==> src/rtl/cmp_irq_pkg.sv <==
package cmp_irq_pkg;

  localparam int unsigned REG_W          = 8;
  localparam int unsigned CTRL_IE_BIT    = 0;
  localparam int unsigned CTRL_CAPEN_BIT = 1;
  localparam int unsigned STAT_FLAG_LSB  = 0;
  localparam int unsigned STAT_CLR_LSB   = 4;

  // sticky flag update: a set event outranks a clear request
  function automatic logic flag_next(logic cur, logic set_e, logic clr_e);
    return set_e | (cur & ~clr_e);
  endfunction

  function automatic logic cmp_irq_level(logic any_flag, logic ie, logic mask);
    return any_flag & ie & ~mask;
  endfunction

  function automatic logic cap_irq_level(logic strobe, logic icie, logic iedg, logic mask);
    return strobe & icie & iedg & ~mask;
  endfunction

endpackage

==> src/rtl/cmp_edge_sync.sv <==
module cmp_edge_sync #(
  parameter int unsigned STAGES = 2
) (
  input  logic clk,
  input  logic rst_n,
  input  logic din,
  output logic rise
);
  logic [STAGES-1:0] chain;
  logic              last;

  always_ff @(posedge clk or negedge rst_n) begin
    if (!rst_n) begin
      chain <= '0;
      last  <= 1'b0;
    end else begin
      chain <= {chain[STAGES-2:0], din};
      last  <= chain[STAGES-1];
    end
  end

  assign rise = chain[STAGES-1] & ~last;
endmodule

==> src/rtl/cmp_flag_cell.sv <==
module cmp_flag_cell
  import cmp_irq_pkg::*;
(
  input  logic clk,
  input  logic rst_n,
  input  logic set_evt,
  input  logic clr_req,
  output logic flag
);
  always_ff @(posedge clk or negedge rst_n) begin
    if (!rst_n) flag <= 1'b0;
    else        flag <= flag_next(flag, set_evt, clr_req);
  end
endmodule

==> src/rtl/cmp_regs.sv <==
module cmp_regs
  import cmp_irq_pkg::*;
#(
  parameter int unsigned          ADDR_W    = 8,
  parameter int unsigned          NCMP      = 2,
  parameter logic [ADDR_W-1:0]    CTRL_ADDR = 'h1D,
  parameter logic [ADDR_W-1:0]    STAT_ADDR = 'h1E
) (
  input  logic              clk,
  input  logic              rst_n,
  input  logic [ADDR_W-1:0] bus_addr,
  input  logic              bus_wr,
  input  logic [REG_W-1:0]  bus_wdata,
  input  logic [NCMP-1:0]   flags,
  output logic              ctrl_ie,
  output logic              ctrl_capen,
  output logic [NCMP-1:0]   clr_req,
  output logic [REG_W-1:0]  bus_rdata
);
  logic ctrl_sel, stat_sel;
  logic unused_wbits;

  assign ctrl_sel     = (bus_addr == CTRL_ADDR);
  assign stat_sel     = (bus_addr == STAT_ADDR);
  assign unused_wbits = ^bus_wdata;

  always_ff @(posedge clk or negedge rst_n) begin
    if (!rst_n) begin
      ctrl_ie    <= 1'b0;
      ctrl_capen <= 1'b0;
    end else if (bus_wr && ctrl_sel) begin
      ctrl_ie    <= bus_wdata[CTRL_IE_BIT];
      ctrl_capen <= bus_wdata[CTRL_CAPEN_BIT];
    end
  end

  assign clr_req = (bus_wr && stat_sel) ? bus_wdata[STAT_CLR_LSB +: NCMP] : '0;

  always_comb begin
    bus_rdata = '0;
    if (ctrl_sel) begin
      bus_rdata[CTRL_IE_BIT]    = ctrl_ie;
      bus_rdata[CTRL_CAPEN_BIT] = ctrl_capen;
    end else if (stat_sel) begin
      bus_rdata[STAT_FLAG_LSB +: NCMP] = flags;
    end
  end
endmodule

==> src/rtl/cmp_irq_ctrl.sv <==
module cmp_irq_ctrl
  import cmp_irq_pkg::*;
#(
  parameter int unsigned       NCMP        = 2,
  parameter int unsigned       SYNC_STAGES = 2,
  parameter int unsigned       CAP_SRC     = 1,
  parameter int unsigned       ADDR_W      = 8,
  parameter logic [ADDR_W-1:0] CTRL_ADDR   = 'h1D,
  parameter logic [ADDR_W-1:0] STAT_ADDR   = 'h1E
) (
  input  logic              clk,
  input  logic              rst_n,
  input  logic [NCMP-1:0]   cmp_in,
  input  logic [ADDR_W-1:0] bus_addr,
  input  logic              bus_wr,
  input  logic [REG_W-1:0]  bus_wdata,
  output logic [REG_W-1:0]  bus_rdata,
  input  logic              cpu_imask,
  input  logic              tmr_icie,
  input  logic              tmr_iedg,
  output logic              irq_cmp,
  output logic              cap_strobe,
  output logic              irq_cap
);
  // named internal events, also observed by the bound checker
  logic [NCMP-1:0] set_evt;
  logic [NCMP-1:0] clr_req;
  logic [NCMP-1:0] flags;
  logic            ctrl_ie;
  logic            ctrl_capen;
  logic            cap_fire;

  for (genvar i = 0; i < NCMP; i++) begin : g_chan
    cmp_edge_sync #(.STAGES(SYNC_STAGES)) sync_i (
      .clk  (clk),
      .rst_n(rst_n),
      .din  (cmp_in[i]),
      .rise (set_evt[i])
    );
    cmp_flag_cell flag_i (
      .clk    (clk),
      .rst_n  (rst_n),
      .set_evt(set_evt[i]),
      .clr_req(clr_req[i]),
      .flag   (flags[i])
    );
  end

  cmp_regs #(
    .ADDR_W   (ADDR_W),
    .NCMP     (NCMP),
    .CTRL_ADDR(CTRL_ADDR),
    .STAT_ADDR(STAT_ADDR)
  ) regs_i (
    .clk       (clk),
    .rst_n     (rst_n),
    .bus_addr  (bus_addr),
    .bus_wr    (bus_wr),
    .bus_wdata (bus_wdata),
    .flags     (flags),
    .ctrl_ie   (ctrl_ie),
    .ctrl_capen(ctrl_capen),
    .clr_req   (clr_req),
    .bus_rdata (bus_rdata)
  );

  // capture fires only on a clear-to-set transition of the capture source flag
  assign cap_fire = ctrl_capen & set_evt[CAP_SRC] & ~flags[CAP_SRC];

  always_ff @(posedge clk or negedge rst_n) begin
    if (!rst_n) cap_strobe <= 1'b0;
    else        cap_strobe <= cap_fire;
  end

  assign irq_cmp = cmp_irq_level(|flags, ctrl_ie, cpu_imask);
  assign irq_cap = cap_irq_level(cap_strobe, tmr_icie, tmr_iedg, cpu_imask);
endmodule

==> config.mk <==
export PLATFORM = sky130hd
export DESIGN_NAME = cmp_irq_ctrl
export DESIGN_NICKNAME = d
export VERILOG_FILES = /design/src/rtl/cmp_irq_pkg.sv /design/src/rtl/cmp_edge_sync.sv /design/src/rtl/cmp_flag_cell.sv /design/src/rtl/cmp_regs.sv /design/src/rtl/cmp_irq_ctrl.sv
export SDC_FILE = /design/constraint.sdc
export NUM_CORES = 1
export LEC_CHECK = 0
export ABC_AREA = 0
export CORE_UTILIZATION = 33
export CTS_CLUSTER_DIAMETER = 100
export DETAILED_ROUTE_END_ITERATION = 16
export PLACE_DENSITY = 0.86
export REMOVE_ABC_BUFFERS = 1
export SLEW_MARGIN = 20
export SYNTH_ARGS = -nofsm -noshare
export SYNTH_HDL_FRONTEND = slang
export SYNTH_SLANG_ARGS = --single-unit
==> constraint.sdc <==
create_clock -name clk -period 2 [get_ports clk]
set_input_delay 0.4 -clock clk [delete_from_list [all_inputs] [get_ports clk]]
set_output_delay 0.4 -clock clk [all_outputs]
set_load 0.01 [all_outputs]
# ---- Word-level counts from Yosys, hierarchy flattened
# Cells that the tools add are included.
dict set report totals {
  register_bits 11
  elab_cells 36
}
dict set report op_classes {
  n_eq_ne 2
  muxes 3
  bitwise_logic 19
  n_reduce_logical 3
}
# op count
set ops {}
lappend ops {{$eq 8x5->1 const B} 2}
lappend ops {{$and 1x1->1} 11}
lappend ops {{$mux 2} 3}
lappend ops {{$not 1->1} 6}
lappend ops {{$logic_and 1x1->1} 2}
lappend ops {{$or 1x1->1} 2}
lappend ops {{$reduce_or 2->1} 1}

# ---- Logic depth before layout (Yosys ltp)
# Gate-level depths: netlist of run 1.
dict set report depth {
  depth_word 6
  mapped_depth 3
}

# ---- Modules after synthesis
# A second synthesis of run 1 with hierarchy kept.
dict set report hier_totals {
  cells_unflattened 44
  hier_area_um2 536.8
}
# mod instances cells_per_inst area_each_um2 seq_area_each_um2
set by_module_without_submodules {}
lappend by_module_without_submodules {cmp_regs 1 24 227.7 50.0}
lappend by_module_without_submodules {cmp_edge_sync 2 4 88.8 75.1}
lappend by_module_without_submodules {cmp_flag_cell 2 3 36.3 25.0}
lappend by_module_without_submodules {cmp_irq_ctrl 1 6 58.8 25.0}

# ---- Least setup slack after synthesis of run 1
# No wires, ideal clock.
dict set report synth_path {
  path_type {input-to-output}
  start {input bus_addr[7]}
  end {output bus_rdata[0]}
  arrival_time_ns 1.457
  required_ns 1.600
  setup_slack_ns 0.143
  cell_stages 3
  cell_sequence {or4b_4 -> or2_2 -> nor2_1}
}
dict set report synth_via {
  elab_chain_len 3
  word_cells_on_any_way 4
  classes_between {eq/ne (2); mux (2)}
}
# element line
set synth_rtl {}
lappend synth_rtl {{from (decl)} cmp_irq_ctrl.sv:14} ;# input logic [ADDR_W-1:0] bus_addr,
lappend synth_rtl {{$eq 8x5->1} cmp_regs.sv:24} ;# assign stat_sel = (bus_addr == STAT_ADDR);
lappend synth_rtl {{$mux 2} cmp_regs.sv:44} ;# end else if (stat_sel) begin
lappend synth_rtl {{$mux 2 (*)} cmp_regs.sv:41} ;# if (ctrl_sel) begin
lappend synth_rtl {{to (decl)} cmp_irq_ctrl.sv:17} ;# output logic [REG_W-1:0] bus_rdata,
# Every way passes the cells marked *; elsewhere a longest branch is shown, timed or not.

# ---- Worst setup path in the final report of run 1
dict set report layout_path {
  start {input bus_addr[4]}
  end {output bus_rdata[1]}
}
# The elaborated chain is that of the path after synthesis.

==> metrics.txt, run 1 <==
Clock Sinks=11; Total Wirelength=964 um; final setup fails=0; Layout Nets=98; R2R setup slack=1.22 ns; CP required=1.60 ns; # diodes=0; WP data arrival=1.50 ns; asr flop ratio synth=100%; Site Rows=13; Placement Cell Area=767 sq um; largest net degree at the start of global routing=12; 1st-pass router iterations=2; run status=finished clean; VDD IR-drop max=0.000456 V; post-synthesis sequential area ratio=53.8%; worst flop-to-flop path endpoint=regs_i.ctrl_capen$_DFFE_PN0P_; CP Launch Type=input port; top cells by area, synth=dfrtp_1, buf_4, nor4b_4; area leader, netlist=dfrtp_1; Vias per Instance=4.82; fmax=0.526 GHz; Leakage Power=0.379 nW; CP max stage delay=0.46 ns; max cap viols=0; GP Congestion=0.698; Post-Syn Area=512 sq um; Slowest-stage cell, CP=or4b_4; worst reg2reg path depth=1; Post-CTS Hold Fix Bufs=0; initial antenna violation count=0; worst min-delay path class=flop to flop; worst path cell trace=clkdlybuf4s15_1 -> or4b_4 -> or2_4 -> nor2_2 -> buf_2; synthesized flop and latch total=11; Post-synth top flop=dfrtp_1; Reg2Reg Launch Point=regs_i.ctrl_capen$_DFFE_PN0P_; post-route ant nets=0; Initial Util=37.5%; Skew-Pair Late Insertion Delay=0.26 ns; Post-Syn Instances=43; CP Class=input port to output port; fin crit period=1.90 ns; Area Overhead vs Synth=52.3%; hpwl dp=828 um; crit path from=bus_addr[4]; cell area after layout=779 sq um; total CTS buffers=3; clk buf depth=2; clock power share=32.4%; worst-path fanout max=2; final worst-path cycle share=95.1%; # DRC=0; Post-synth top cells=dfrtp_1, buf_4, nor2_1; Die Span Y=41.4 um; total track usage=12.9%; clk root buf=clkbuf_4; crit path capture=bus_rdata[1]; DP Worst Slack=-0.711 ns; Hold Crit Start=g_chan[1].sync_i.chain[0]$_DFF_PN0_; Ports=35; CTS tree=yes; Sw Ratio=22.1%; share of power burned in registers=52.9%; initial detailed-routing violation count=2; max-slew violations=0; YS warnings=0; final hold viol count=0; Core ar.=1370 sq um; Cell Pwr Density=569 nW/um^2; Post-synth EDFFs=0; slack of the critical path=0.0984 ns; cell-internal power=346 uW; Tot Pwr=444 uW; cell with the most instances after synthesis=dfrtp_1; die area=1710 sq um; RSZ-0062 raised after global routing=false; switching pwr=98.2 uW; syn_area_per_cell=11.9 sq um; CP Capture Type=output port; layout cell share with drive strength beyond 1=24.7%; Clock Skews=0.00749 ns; Die Width=41.4 um; Comb power frac=14.7%; Synth top area share=53.8%; routed len/inst=11.0 um; remaining global-route overflow=0; via count=424; Netlist cell types=19; CTS H-tree depth=1; Worst-path clk slew=0.07 ns; port bufs=24; vias in the first global route=373; global-route wire length before repair=1410 um
-- per-stage QoR --
step                      hold slack (ns)  utilization [%]  instances  TNS (ns)
after detailed placement            0.336             56.1         84     -2.11
after floorplan                     0.104                -         42         0
after global placement              0.333             56.1         84     -1.88
final                               0.352             57.1         88         0
after CTS                           0.353             57.4         88         0
after global routing                0.371             57.1         88         0
-- metal layers --
| metal | part of all wire, % | vias to the layer above | global-route usage [%] |
|---|---|---|---|
| met5 | 0 | - | 0 |
| met4 | 0 | 0 | 7.26 |
| met3 | 7.1 | 0 | 1.60 |
| met2 | 58 | 20 | 25.4 |
| met1 | 35 | 205 | 12.8 |
| li1 | - | 199 | - |
-- sequential cells by signal (all words and copies together), names as in the netlist --
register / count
g_chan.flag_i.flag: 2
g_chan.sync_i.chain: 4
cap_strobe: 1
regs_i.ctrl_ie: 1
regs_i.ctrl_capen: 1
g_chan.sync_i.last: 2
-- area by class of cell --
type	instances	area (sq um)
timing repair buffer	27	243
clock buffer	3	22.5
multi-input combinational	29	208
inverter	2	7.51
sequential	11	275
tap	15	18.8
fill	134	587
clock inverter	1	5.00
-- power by group through the flow --
stage	Clock [mW]	Combinational [mW]	Sequential (mW)
6_report	0.144	0.0652	0.235
5_1_grt	0.162	0.0718	0.235
4_1_cts	0.151	0.0670	0.235
3_5_place_dp	0	0.0689	0.239
3_3_place_gp	0	0.0669	0.238
2_1_floorplan	0	0.0184	0.237
-- worst min-delay path by stage --
stage	to	slack, ns	depth (start not counted)
floorplan	cap_strobe$_DFF_PN0_	0.10	0
global placement	g_chan[1].sync_i.chain[1]$_DFF_PN0_	0.33	0
detailed placement	g_chan[1].sync_i.chain[1]$_DFF_PN0_	0.34	0
CTS	g_chan[1].sync_i.chain[1]$_DFF_PN0_	0.35	0
global route	g_chan[1].sync_i.chain[1]$_DFF_PN0_	0.37	0
finish	g_chan[1].sync_i.chain[1]$_DFF_PN0_	0.35	0
-- cells by family after synthesis --
family | Yosys count | share of synthesized area, %
flops | 11 | 53.8
buf+inv | 8 | 10.3
simple gates | 15 | 23.0
mux | 2 | 4.40
compound gates | 6 | 7.82
other cells | 1 | 0.733
-- critical path, delay by kind of cell --
kind	cells	cell delay, ns
buffers and inverters	2	0.29
and+or+nand+nor	3	0.82
-- repair_timing --
| item | in CTS | in global routing |
|---|---|---|
| buffers inserted | 0 | 0 |
| pin swaps | 4 | 3 |
| endpoints found under the setup margin | 4 | 4 |
| resized for setup | 15 | 8 |
-- placed cells by master, fill, tap and decap left out, drive strengths merged, types with 2 or more instances in the layout --
| cell | n |
|---|---|
| o21ai | 2 |
| buf | 5 |
| conb | 6 |
| mux2 | 2 |
| nor2b | 2 |
| a22oi | 2 |
| nor4b | 2 |
| clkdlybuf4s50 | 16 |
| nand3b | 2 |
| dfrtp | 11 |
| nor2 | 3 |
| clkbuf | 6 |
| inv | 2 |
| dlymetal6s2s | 2 |
| o31ai | 2 |
No activity file was read; power rests on OpenSTA's default activity.
==> inputs of run 2 (changes only) <==
--- a/config.mk
+++ b/config.mk
@@ -6,10 +6,10 @@
 export NUM_CORES = 1
 export LEC_CHECK = 0
 export ABC_AREA = 0
-export CORE_UTILIZATION = 33
+export CORE_UTILIZATION = 31
 export CTS_CLUSTER_DIAMETER = 100
 export DETAILED_ROUTE_END_ITERATION = 16
-export PLACE_DENSITY = 0.86
+export PLACE_DENSITY_LB_ADDON = 0.25
 export REMOVE_ABC_BUFFERS = 1
 export SLEW_MARGIN = 20
 export SYNTH_ARGS = -nofsm -noshare
==> metrics.txt, run 2 (same netlist as run 1, synthesis figures left out) <==
Clock Sinks=11; worst path cell trace=clkdlybuf4s15_1 -> or4b_4 -> or2_4 -> nor2_1 -> buf_2; Leakage Power=0.380 nW; RSZ-0062 raised after global routing=false; register area=275 sq um; routed len/inst=10.0 um; max-slew violations=0; Sw Ratio=22.4%; Skew-Pair Late Insertion Delay=0.26 ns; vias in the first global route=384; total CTS buffers=3; via count=407; Core ar.=1520 sq um; remaining global-route overflow=0; clk root buf=clkbuf_4; Slowest-stage cell, CP=or4b_4; CP Capture Type=output port; clk buf depth=2; Die Width=42.6 um; worst min-delay path class=flop to flop; GP Congestion=0.660; die area=1820 sq um; Comb power frac=14.7%; number of flip-flops in the largest register=4; CTS tree=yes; Min Hold Slack=0.341 ns; fmax=0.513 GHz; Clock Skews=0.00702 ns; area of the multi-input gates=208 sq um; layout cell share with drive strength beyond 1=21.9%; cell-internal power=346 uW; final setup fails=0; Site Rows=14; Cell Pwr Density=565 nW/um^2; CP required=1.60 ns; CP max stage delay=0.51 ns; worst-path fanout max=2; CTS H-tree depth=1; global-route wire length before repair=1660 um; Vias per Instance=4.57; final setup TNS=0 ns; 1st-pass router iterations=2; Initial Util=33.6%; post-CTS setup buffer count=0; clock power share=32.7%; Die Span Y=42.6 um; Post-CTS Hold Fix Bufs=0; # diodes=0; final worst-path cycle share=97.5%; Ports=35; initial antenna violation count=0; initial detailed-routing violation count=1; total track usage=11.9%; post-route ant nets=0; # DRC=0; commonest non-fill, non-tap cell in the layout=clkdlybuf4s50_1; switching pwr=99.7 uW; run status=finished clean; most frequent cells in the layout=clkdlybuf4s50_1, dfrtp_1, conb_1; largest net degree at the start of global routing=12; VDD IR-drop max=0.000330 V; port bufs=24; CP Launch Type=input port; CP Class=input port to output port; fin crit period=1.95 ns; Total Wirelength=893 um; Layout fillers=137; Worst-path clk slew=0.07 ns; final hold viol count=0; Area Overhead vs Synth=54.3%; share of power burned in registers=52.6%; Tot Pwr=446 uW; Layout Nets=98; top flop regs=g_chan.sync_i.chain: 4 flops, g_chan.flag_i.flag: 2 flops, g_chan.sync_i.last: 2 flops; WP data arrival=1.55 ns; Top reg by flops=g_chan.sync_i.chain; max cap viols=0
run 2: cell types whose count changed in the layout (fill, tap and decap cells not counted):
cell             change
clkbuf_2             -2
dlygate4sd2_1        +1
clkdlybuf4s15_1      +1
run 2: layout make-up:
cell class | instances | area share [%]
inverter | 2 | 0.951
clock inverter | 1 | 0.634
multi-input combinational | 29 | 26.3
tap | 16 | 2.54
clock buffer | 3 | 2.85
sequential | 11 | 34.9
timing repair buffer | 27 | 31.9
run 2: timing repair:
| item | in CTS | in global routing |
|---|---|---|
| pin swaps | 4 | 3 |
| endpoints found under the setup margin | 2 | 4 |
| resized for setup | 14 | 6 |
run 2: worst paths after layout:
check | startpoint | end | slack, ns | cells after the start
max in group asynchronous | rst_n | regs_i.ctrl_capen$_DFFE_PN0P_ | 1.23 | 1
min in group asynchronous | rst_n | g_chan[1].flag_i.flag$_DFF_PN0_ | 0.45 | 1
hold / removal | g_chan[0].sync_i.chain[0]$_DFF_PN0_ | g_chan[0].sync_i.chain[1]$_DFF_PN0_ | 0.34 | 0
setup reg to reg | regs_i.ctrl_capen$_DFFE_PN0P_ | regs_i.ctrl_capen$_DFFE_PN0P_ | 1.22 | 1
setup / recovery | bus_addr[5] | bus_rdata[0] | 0.05 | 5
hold reg to reg | g_chan[0].sync_i.chain[0]$_DFF_PN0_ | g_chan[0].sync_i.chain[1]$_DFF_PN0_ | 0.34 | 0
run 2: worst max-delay path: cells and delay by family:
family	cells	cell delay, ns
and+or+nand+nor	3	0.86
buffers and inverters	2	0.29
run 2: power groups by stage:
stage / sequential [mW] / clock, mW / combinational (mW)
floorplan: 0.237 / 0 / 0.0184
global placement: 0.239 / 0 / 0.0677
CTS: 0.235 / 0.155 / 0.0659
finish: 0.234 / 0.146 / 0.0658
global route: 0.235 / 0.164 / 0.0723
detailed placement: 0.239 / 0 / 0.0683
run 2: through the flow:
stage	setup slack, ns	std cells	utilization [%]	area, sq um
floorplan	0.143	42	-	485
global route	0.0102	89	51.8	790
CTS	0.00795	89	51.5	785
detailed placement	-0.687	85	50.4	768
finish	0.0492	89	51.8	790
global placement	-0.677	85	50.4	768
run 2: metal layers:
metal / up-vias / routed length [um] / track usage, %
met5: - / 0 / 0
met4: 0 / 0 / 3.75
met3: 0 / 60 / 4.31
met2: 20 / 408 / 17.6
met1: 187 / 424 / 16.1
li1: 200 / - / -
